`src/rtl/rlfsr_pkg.sv`:
```
package rlfsr_pkg;

    // Per-cycle operation chosen for the whole register.
    typedef enum logic [1:0] {
        OP_HOLD = 2'd0,
        OP_FWD  = 2'd1,
        OP_REV  = 2'd2,
        OP_LOAD = 2'd3
    } step_op_e;

    // Tap mask for the reverse parity. It always includes the top bit,
    // which holds the last forward parity. Each forward tap above bit 0
    // appears again one position lower, where it now sits after the shift.
    function automatic logic [63:0] reverse_taps(input logic [63:0] fwd, input int w);
        logic [63:0] r;
        r = '0;
        r[w-1] = 1'b1;
        for (int i = 1; i < 64; i++) begin
            if (i < w && fwd[i]) begin
                r[i-1] = 1'b1;
            end
        end
        return r;
    endfunction

endpackage

```
`src/rtl/rlfsr_op_decode.sv`:
```
module rlfsr_op_decode
    import rlfsr_pkg::*;
(
    input  logic     en,
    input  logic     up,
    input  logic     load,
    output step_op_e op
);

    // Load wins over stepping; direction only matters while enabled.
    always_comb begin
        op = OP_HOLD;
        unique casez ({load, en, up})
            3'b1??:  op = OP_LOAD;
            3'b011:  op = OP_FWD;
            3'b010:  op = OP_REV;
            3'b00?:  op = OP_HOLD;
            default: op = OP_HOLD;
        endcase
    end

endmodule

```
`src/rtl/rlfsr_tap_xor.sv`:
```
module rlfsr_tap_xor #(
    parameter int              WIDTH  = 16,
    parameter logic [WIDTH-1:0] TAPS  = '1,
    parameter bit              INVERT = 1'b0
) (
    input  logic [WIDTH-1:0] cur,
    output logic             fb
);

    logic parity;

    assign parity = ^(cur & TAPS);

    generate
        if (INVERT) begin : g_xnor
            assign fb = ~parity;
        end else begin : g_xor
            assign fb = parity;
        end
    endgenerate

endmodule

```
`src/rtl/rlfsr_stage.sv`:
```
module rlfsr_stage
    import rlfsr_pkg::*;
(
    input  step_op_e op,
    input  logic     cur_bit,
    input  logic     fwd_src,
    input  logic     rev_src,
    input  logic     load_bit,
    output logic     nxt_bit
);

    always_comb begin
        nxt_bit = cur_bit;
        unique case (op)
            OP_HOLD: nxt_bit = cur_bit;
            OP_FWD:  nxt_bit = fwd_src;
            OP_REV:  nxt_bit = rev_src;
            OP_LOAD: nxt_bit = load_bit;
            default: nxt_bit = cur_bit;
        endcase
    end

endmodule

```
`src/rtl/rlfsr_counter.sv`:
```
module rlfsr_counter
    import rlfsr_pkg::*;
#(
    parameter int               WIDTH    = 16,
    parameter logic [WIDTH-1:0] FWD_TAPS = 16'h100B,
    parameter bit               USE_XNOR = 1'b0,
    parameter logic [WIDTH-1:0] SEED     = 16'h0001
) (
    input  logic             clk,
    input  logic             rst,
    input  logic             en,
    input  logic             up,
    input  logic             load,
    input  logic [WIDTH-1:0] load_value,
    output logic [WIDTH-1:0] state
);

    localparam logic [WIDTH-1:0] REV_TAPS = WIDTH'(reverse_taps(64'(FWD_TAPS), WIDTH));
    localparam logic [WIDTH-1:0] LOCK     = USE_XNOR ? {WIDTH{1'b1}} : {WIDTH{1'b0}};

    step_op_e         op;
    logic             fwd_fb;
    logic             rev_fb;
    logic [WIDTH-1:0] state_q;
    logic [WIDTH-1:0] state_d;

    rlfsr_op_decode u_decode (
        .en   (en),
        .up   (up),
        .load (load),
        .op   (op)
    );

    rlfsr_tap_xor #(.WIDTH(WIDTH), .TAPS(FWD_TAPS), .INVERT(USE_XNOR)) u_fwd_fb (
        .cur (state_q),
        .fb  (fwd_fb)
    );

    rlfsr_tap_xor #(.WIDTH(WIDTH), .TAPS(REV_TAPS), .INVERT(USE_XNOR)) u_rev_fb (
        .cur (state_q),
        .fb  (rev_fb)
    );

    // One stage multiplexer per bit. The end bits take a feedback
    // parity in place of the neighbour that is missing.
    generate
        for (genvar i = 0; i < WIDTH; i++) begin : g_bit
            logic from_hi;
            logic from_lo;
            if (i == WIDTH - 1) begin : g_hi_end
                assign from_hi = fwd_fb;
            end else begin : g_hi_mid
                assign from_hi = state_q[i+1];
            end
            if (i == 0) begin : g_lo_end
                assign from_lo = rev_fb;
            end else begin : g_lo_mid
                assign from_lo = state_q[i-1];
            end
            rlfsr_stage u_stage (
                .op       (op),
                .cur_bit  (state_q[i]),
                .fwd_src  (from_hi),
                .rev_src  (from_lo),
                .load_bit (load_value[i]),
                .nxt_bit  (state_d[i])
            );
        end
    endgenerate

    // State register
    always_ff @(posedge clk) begin
        if (rst) begin
            state_q <= SEED;
        end else begin
            state_q <= state_d;
        end
    end

    // Outputs
    assign state = state_q;

    AST_RESET_SEED: assert property (@(posedge clk) rst |=> state_q == SEED);

    AST_IDLE_HOLD: assert property (@(posedge clk) disable iff (rst)
        (!load && !en) |=> state_q == $past(state_q));

    AST_LOAD_TAKES: assert property (@(posedge clk) disable iff (rst)
        load |=> state_q == $past(load_value));

    AST_FWD_SHIFT: assert property (@(posedge clk) disable iff (rst)
        (en && up && !load) |=> (state_q[WIDTH-2:0] == $past(state_q[WIDTH-1:1]))
            && (state_q[WIDTH-1] == ($past(^(state_q & FWD_TAPS)) ^ USE_XNOR)));

    AST_REV_SHIFT: assert property (@(posedge clk) disable iff (rst)
        (en && !up && !load) |=> (state_q[WIDTH-1:1] == $past(state_q[WIDTH-2:0]))
            && (state_q[0] == ($past(^(state_q & REV_TAPS)) ^ USE_XNOR)));

    AST_ROUND_TRIP: assert property (@(posedge clk) disable iff (rst)
        (en && up && !load) ##1 (en && !up && !load) |=> state_q == $past(state_q, 2));

    AST_NO_LOCK_ENTRY: assert property (@(posedge clk) disable iff (rst)
        (!load && state_q != LOCK) |=> state_q != LOCK);

    AST_LOCK_STUCK: assert property (@(posedge clk) disable iff (rst)
        (!load && state_q == LOCK) |=> state_q == LOCK);

endmodule

```
`config.mk`:
```
export PLATFORM = sky130hd
export DESIGN_NAME = rlfsr_counter
export DESIGN_NICKNAME = d
export VERILOG_FILES = /design/src/rtl/rlfsr_pkg.sv /design/src/rtl/rlfsr_op_decode.sv /design/src/rtl/rlfsr_tap_xor.sv /design/src/rtl/rlfsr_stage.sv /design/src/rtl/rlfsr_counter.sv
export SDC_FILE = /design/constraint.sdc
export NUM_CORES = 1
export LEC_CHECK = 0
export ABC_AREA = 0
export BUFFER_PORTS_ARGS = -buffer_cell sky130_fd_sc_hd__buf_2
export CAP_MARGIN = 20
export CELL_PAD_IN_SITES_DETAIL_PLACEMENT = 2
export CELL_PAD_IN_SITES_GLOBAL_PLACEMENT = 2
export CORE_UTILIZATION = 33
export CTS_BUF_LIST = sky130_fd_sc_hd__clkbuf_8
export DETAILED_ROUTE_END_ITERATION = 8
export GPL_TIMING_DRIVEN = 0
export MAX_ROUTING_LAYER = met4
export PLACE_DENSITY_LB_ADDON = 0.15
export SYNTH_ARGS = -nofsm -noshare
export SYNTH_HDL_FRONTEND = slang
export SYNTH_HIERARCHICAL = 1
export SYNTH_SLANG_ARGS = --single-unit
```
`constraint.sdc`:
```
create_clock -name clk -period 2.2 [get_ports clk]
set_input_delay 0.22 -clock clk [delete_from_list [all_inputs] [get_ports clk]]
set_output_delay 0.22 -clock clk [all_outputs]
set_load 0.02 [all_outputs]
```
### Yosys cells after proc, flatten, opt, wreduce, memory -nomap -nowiden

Index checks and enable logic that the tools add are counted.
W data, S select, Z words.

* equality and inequality tests: 5
* reductions and logical operators: 4
* mux-type cells: 17

Operator list (count)
* $pmux W1 S3: 16
* $reduce_xor A16 Y1: 2
* $pmux W2 S4: 1
* $eq A3 B2 Y1 const B: 2
* $eq A2 B2 Y1 const B: 2
* $logic_not A2 Y1: 2
* $eq A2 B1 Y1 const B: 1

* register bits after elaboration: 16
* output and inout bits: 16
* logic and storage cells: 27

### Depth between registers and ports, before layout

* word-level depth: 4
* gate-level depth with buffers: 4
* mapped depth without buffers: 4

### Modules after synthesis

Netlist, hierarchy kept.

By module, submodules not included
* rlfsr_counter: area each 436.7 sq um, instances 1, cells each 33, seq. area each 320.3 sq um
* rlfsr_stage: area each 22.5 sq um, instances 16, cells each 1, seq. area each 0.0 sq um
* rlfsr_tap_xor: area each 26.3 sq um, instances 2, cells each 3, seq. area each 0.0 sq um
* rlfsr_op_decode: area each 20.0 sq um, instances 1, cells each 3, seq. area each 0.0 sq um

### Worst setup path before layout

No wires, ideal clock.

* path type: register -> register
* start point: reg state_q[11], in the netlist state[11]
* end point: reg state_q[0], in the netlist state[0]
* period minus slack after synthesis: 1.496 ns
* slack: 0.704 ns
* stages on the path, launching flop included: 5
* buffers on the path: 0
* data arrival time: 1.376 ns
* path through: dfxtp_1 -> xor2_1 -> xnor2_1 -> mux4_2 -> or2_1

* longest elaborated chain between the ends: 2

RTL lines
* start, declared: line rlfsr_counter.sv:24 `logic [WIDTH-1:0] state_q;`
* start signal, assigned: line rlfsr_counter.sv:76 `state_q <= state_d;`
* $reduce_xor A16 Y1: line rlfsr_tap_xor.sv:12 `assign parity = ^(cur & TAPS);`
* net g_bit[0].from_lo: line rlfsr_counter.sv:49 `logic from_lo;`
* $pmux W1 S3: line rlfsr_stage.sv:14 `unique case (op)`
* net state_d[0]: line rlfsr_counter.sv:25 `logic [WIDTH-1:0] state_d;`

The timed path passes the listed nets, and every way through them passes these cells.
A chain may end at the register's enable or synchronous reset.

### Worst setup path after layout

Ends and elaborated chain as after synthesis.

==> flow_summary.yaml <==
status:
  status: "finished, final reports clean"
setup_path:
  startpoint_type: "flip-flop"
  worst_r2r_path_depth: 4
  crit_arrival_ps: 1680
  ff2ff_setup_slack_ps: 680
  r2r-start: "state[11]$_SDFF_PP0_"
  timing.critical_path.fanout_max: 5
  setup.worst_path.class: "reg2reg"
  critical_path.endpoint: "state[0]$_SDFF_PP1_"
  crit-reg2reg-capture: "state[0]$_SDFF_PP1_"
  worstSetupEndpointType: "flip-flop"
  crit_start: "state[11]$_SDFF_PP0_"
  required_ps: 2350
timing:
  post-route-min-period_ps: 1520
  fin_setup_tns_ps: 0
  clock-skew-final_ps: 7.86
  hold_viol: 0
  worstMarginPinSlew_ps: 653
  slew_violations: 0
  fmax_mhz: 657
  final-setup-viol-count: 0
  grt_setup_unrepaired: "no"
  timing.max_slew.rel_slack_pct: 56.5
  timing.final.crit_share_pct: 69.2
synthesis:
  synth.yosys.seq_area_share_pct: 36.8
  yosysTopAreaCell: "sky130_fd_sc_hd__mux4_2"
  synthesis.yosys.warnings: 6
  netlist_area_sq_um: 870
  synth_cell_types: 11
  synth.net_count: 79
  yosys-top-cells-area: "sky130_fd_sc_hd__mux4_2, sky130_fd_sc_hd__dfxtp_1, sky130_fd_sc_hd__nor2b_1"
  syn-instance-count: 58
  synth-seq-cells: 16
  synth.top_cell.area_share_pct: 41.4
  syn_avg_cell_area_sq_um: 15.0
clocking:
  maximum_level_of_the_cts_h_tree: 1
  post_cts.resized_instances: 0
  clock-root-buffer: "sky130_fd_sc_hd__clkbuf_8"
  clock_insertion_delay_worst_skew_ps: 260
  cts.sinks: 16
  max-clock-path-buffers: 2
  cts_hold_buf: 0
  post_cts_setup_inserts: 0
  cts_tree: "built"
  clkSlewWorstSetupHoldPaths_ps: 70
  tritoncts.num_buffers: 3
grt:
  antenna_found_initial: 0
  aggregate_global_route_resource_usage_pct: 18.5
  vias_in_the_first_global_route: 686
  grt_max_degree: 17
  grt.overflow.total: 0
  grt_first_pass_wirelength_mm: 3.39
run:
  maxCapViolations: 0
drt:
  vias_after_detailed_routing: 668
  detail_routed_net_length_per_standard_cell_um: 16.4
  drt_pre_antenna_iters: 3
  drt_first_iter_violations: 4
  drc: 0
  routed_wire_length_mm: 2.11
  via_per_inst: 5.22
  postRouteAntennaNets: 0
die:
  die_h_um: 53.3
  die_width_um: 53.3
  initial_core_utilization_pct: 35.1
  rows: 18
  ios: 37
  core_region_area_sq_mm: 0.00248
  design.die.area_sq_mm: 0.00284
placement:
  gp_congestion: 0.678
  dp_cells: 124
  buffer_ports.inserted: 36
  dpl.hpwl_mm: 1.60
power_and_ir_drop:
  power.ir.vdd_worst_mv: 0.380
  power.density_mw_per_mm2: 727
  cellLeakagePower_nw: 0.522
layout:
  final_core_utilization_pct: 46.1
  post_layout_nonfiller_instances: 128
  nNetsFinal: 120
  fillerInstances: 292
  fraction_of_layout_cells_with_a_size_suffix_above_1_pct: 59.2
  largest_reg_flops: 16
  antenna-diode-count: 0
  area.growth.synth_to_final_pct: 31.4
worst_hold_path:
  hold_path_class: "in2reg"
[cells in the mapped netlist]
| library cell | instances |
|---|---|
| sky130_fd_sc_hd__dfxtp_1 | 16 |
| sky130_fd_sc_hd__mux4_2 | 16 |
| sky130_fd_sc_hd__nor2b_1 | 11 |
| sky130_fd_sc_hd__and2b_1 | 4 |
| sky130_fd_sc_hd__xnor2_1 | 4 |
| sky130_fd_sc_hd__xor2_1 | 2 |
| sky130_fd_sc_hd__a21o_1 | 1 |
| sky130_fd_sc_hd__a21o_2 | 1 |
| sky130_fd_sc_hd__buf_6 | 1 |
| sky130_fd_sc_hd__inv_1 | 1 |
| sky130_fd_sc_hd__or2_1 | 1 |
[cell usage in the layout (no fill, tap or decap)]
cell	netlist	final
sky130_fd_sc_hd__a21o_1	1	1
sky130_fd_sc_hd__a21o_2	1	1
sky130_fd_sc_hd__and2b_1	4	4
sky130_fd_sc_hd__buf_2	0	36
sky130_fd_sc_hd__buf_6	1	1
sky130_fd_sc_hd__clkbuf_8	0	4
sky130_fd_sc_hd__dfxtp_1	16	16
sky130_fd_sc_hd__inv_1	1	1
sky130_fd_sc_hd__mux4_2	16	16
sky130_fd_sc_hd__nor2b_1	11	11
sky130_fd_sc_hd__or2_1	1	1
sky130_fd_sc_hd__xnor2_1	4	4
sky130_fd_sc_hd__xor2_1	2	2
[layout make-up]
class                      instances  area, sq um  share of cell area [%]
multi-input combinational         40          534                    46.8
sequential                        16          320                    28.0
timing repair buffer              36          180                    15.8
clock buffer                       4         55.1                    4.82
tap                               30         37.5                    3.29
buffer                             1         11.3                   0.986
inverter                           1         3.75                   0.329
[worst max-delay path: stages, from the launching register on]
cell	delay [ps]
sky130_fd_sc_hd__dfxtp_1	420
sky130_fd_sc_hd__xor2_1	250
sky130_fd_sc_hd__xnor2_1	100
sky130_fd_sc_hd__mux4_2	450
sky130_fd_sc_hd__or2_1	210
[power by group]
| part | internal [W] | total, W | switching, W |
|---|---|---|---|
| clock | 0.000159 | 0.000269 | 0.000109 |
| sequential | 0.000315 | 0.000345 | 0.0000297 |
| combinational | 0.000124 | 0.000217 | 0.0000932 |
[stage by stage]
| stage | cell area (sq um) | setup WS, ps | total power (W) | hold WS (ps) |
|---|---|---|---|---|
| finish | 1140 | 677 | 0.000831 | 214 |
| floorplan | 870 | 704 | 0.000500 | 292 |
| detailed placement | 1090 | 494 | 0.000570 | 499 |
| global route | 1140 | 604 | 0.000878 | 237 |
| global placement | 1090 | 498 | 0.000560 | 499 |
| CTS | 1140 | 669 | 0.000843 | 219 |
[how the worst min path moves through the flow]
stage,start,to,slack (ps),depth (start not counted)
after floorplan,rst,state[13]$_SDFF_PP0_,290,1
after global placement,rst,state[15]$_SDFF_PP0_,500,2
after detailed placement,rst,state[13]$_SDFF_PP0_,500,2
after CTS,rst,state[13]$_SDFF_PP0_,220,2
after global routing,rst,state[13]$_SDFF_PP0_,240,2
final,rst,state[13]$_SDFF_PP0_,210,2
[kinds of logic (layout without fill, tap and decap cells)]
group / count (synthesis) / after routing / synth area share [%]
muxes: 16 / 16 / 41.4
DFF: 16 / 16 / 36.8
and+or+nand+nor: 16 / 16 / 12.1
xor gates and xnor gates: 6 / 6 / 6.04
AOI/OAI and AO/OA: 2 / 2 / 1.87
buffers and inverters: 2 / 42 / 1.73
[per-layer routing]
metal,wire [um],vias up,GRT usage (%)
met5,0,-,-
met4,45,0,9.21
met3,132,5,3.74
met2,1060,29,30.0
met1,871,332,21.6
li1,-,302,-
Power figures use the tool's default switching activity.
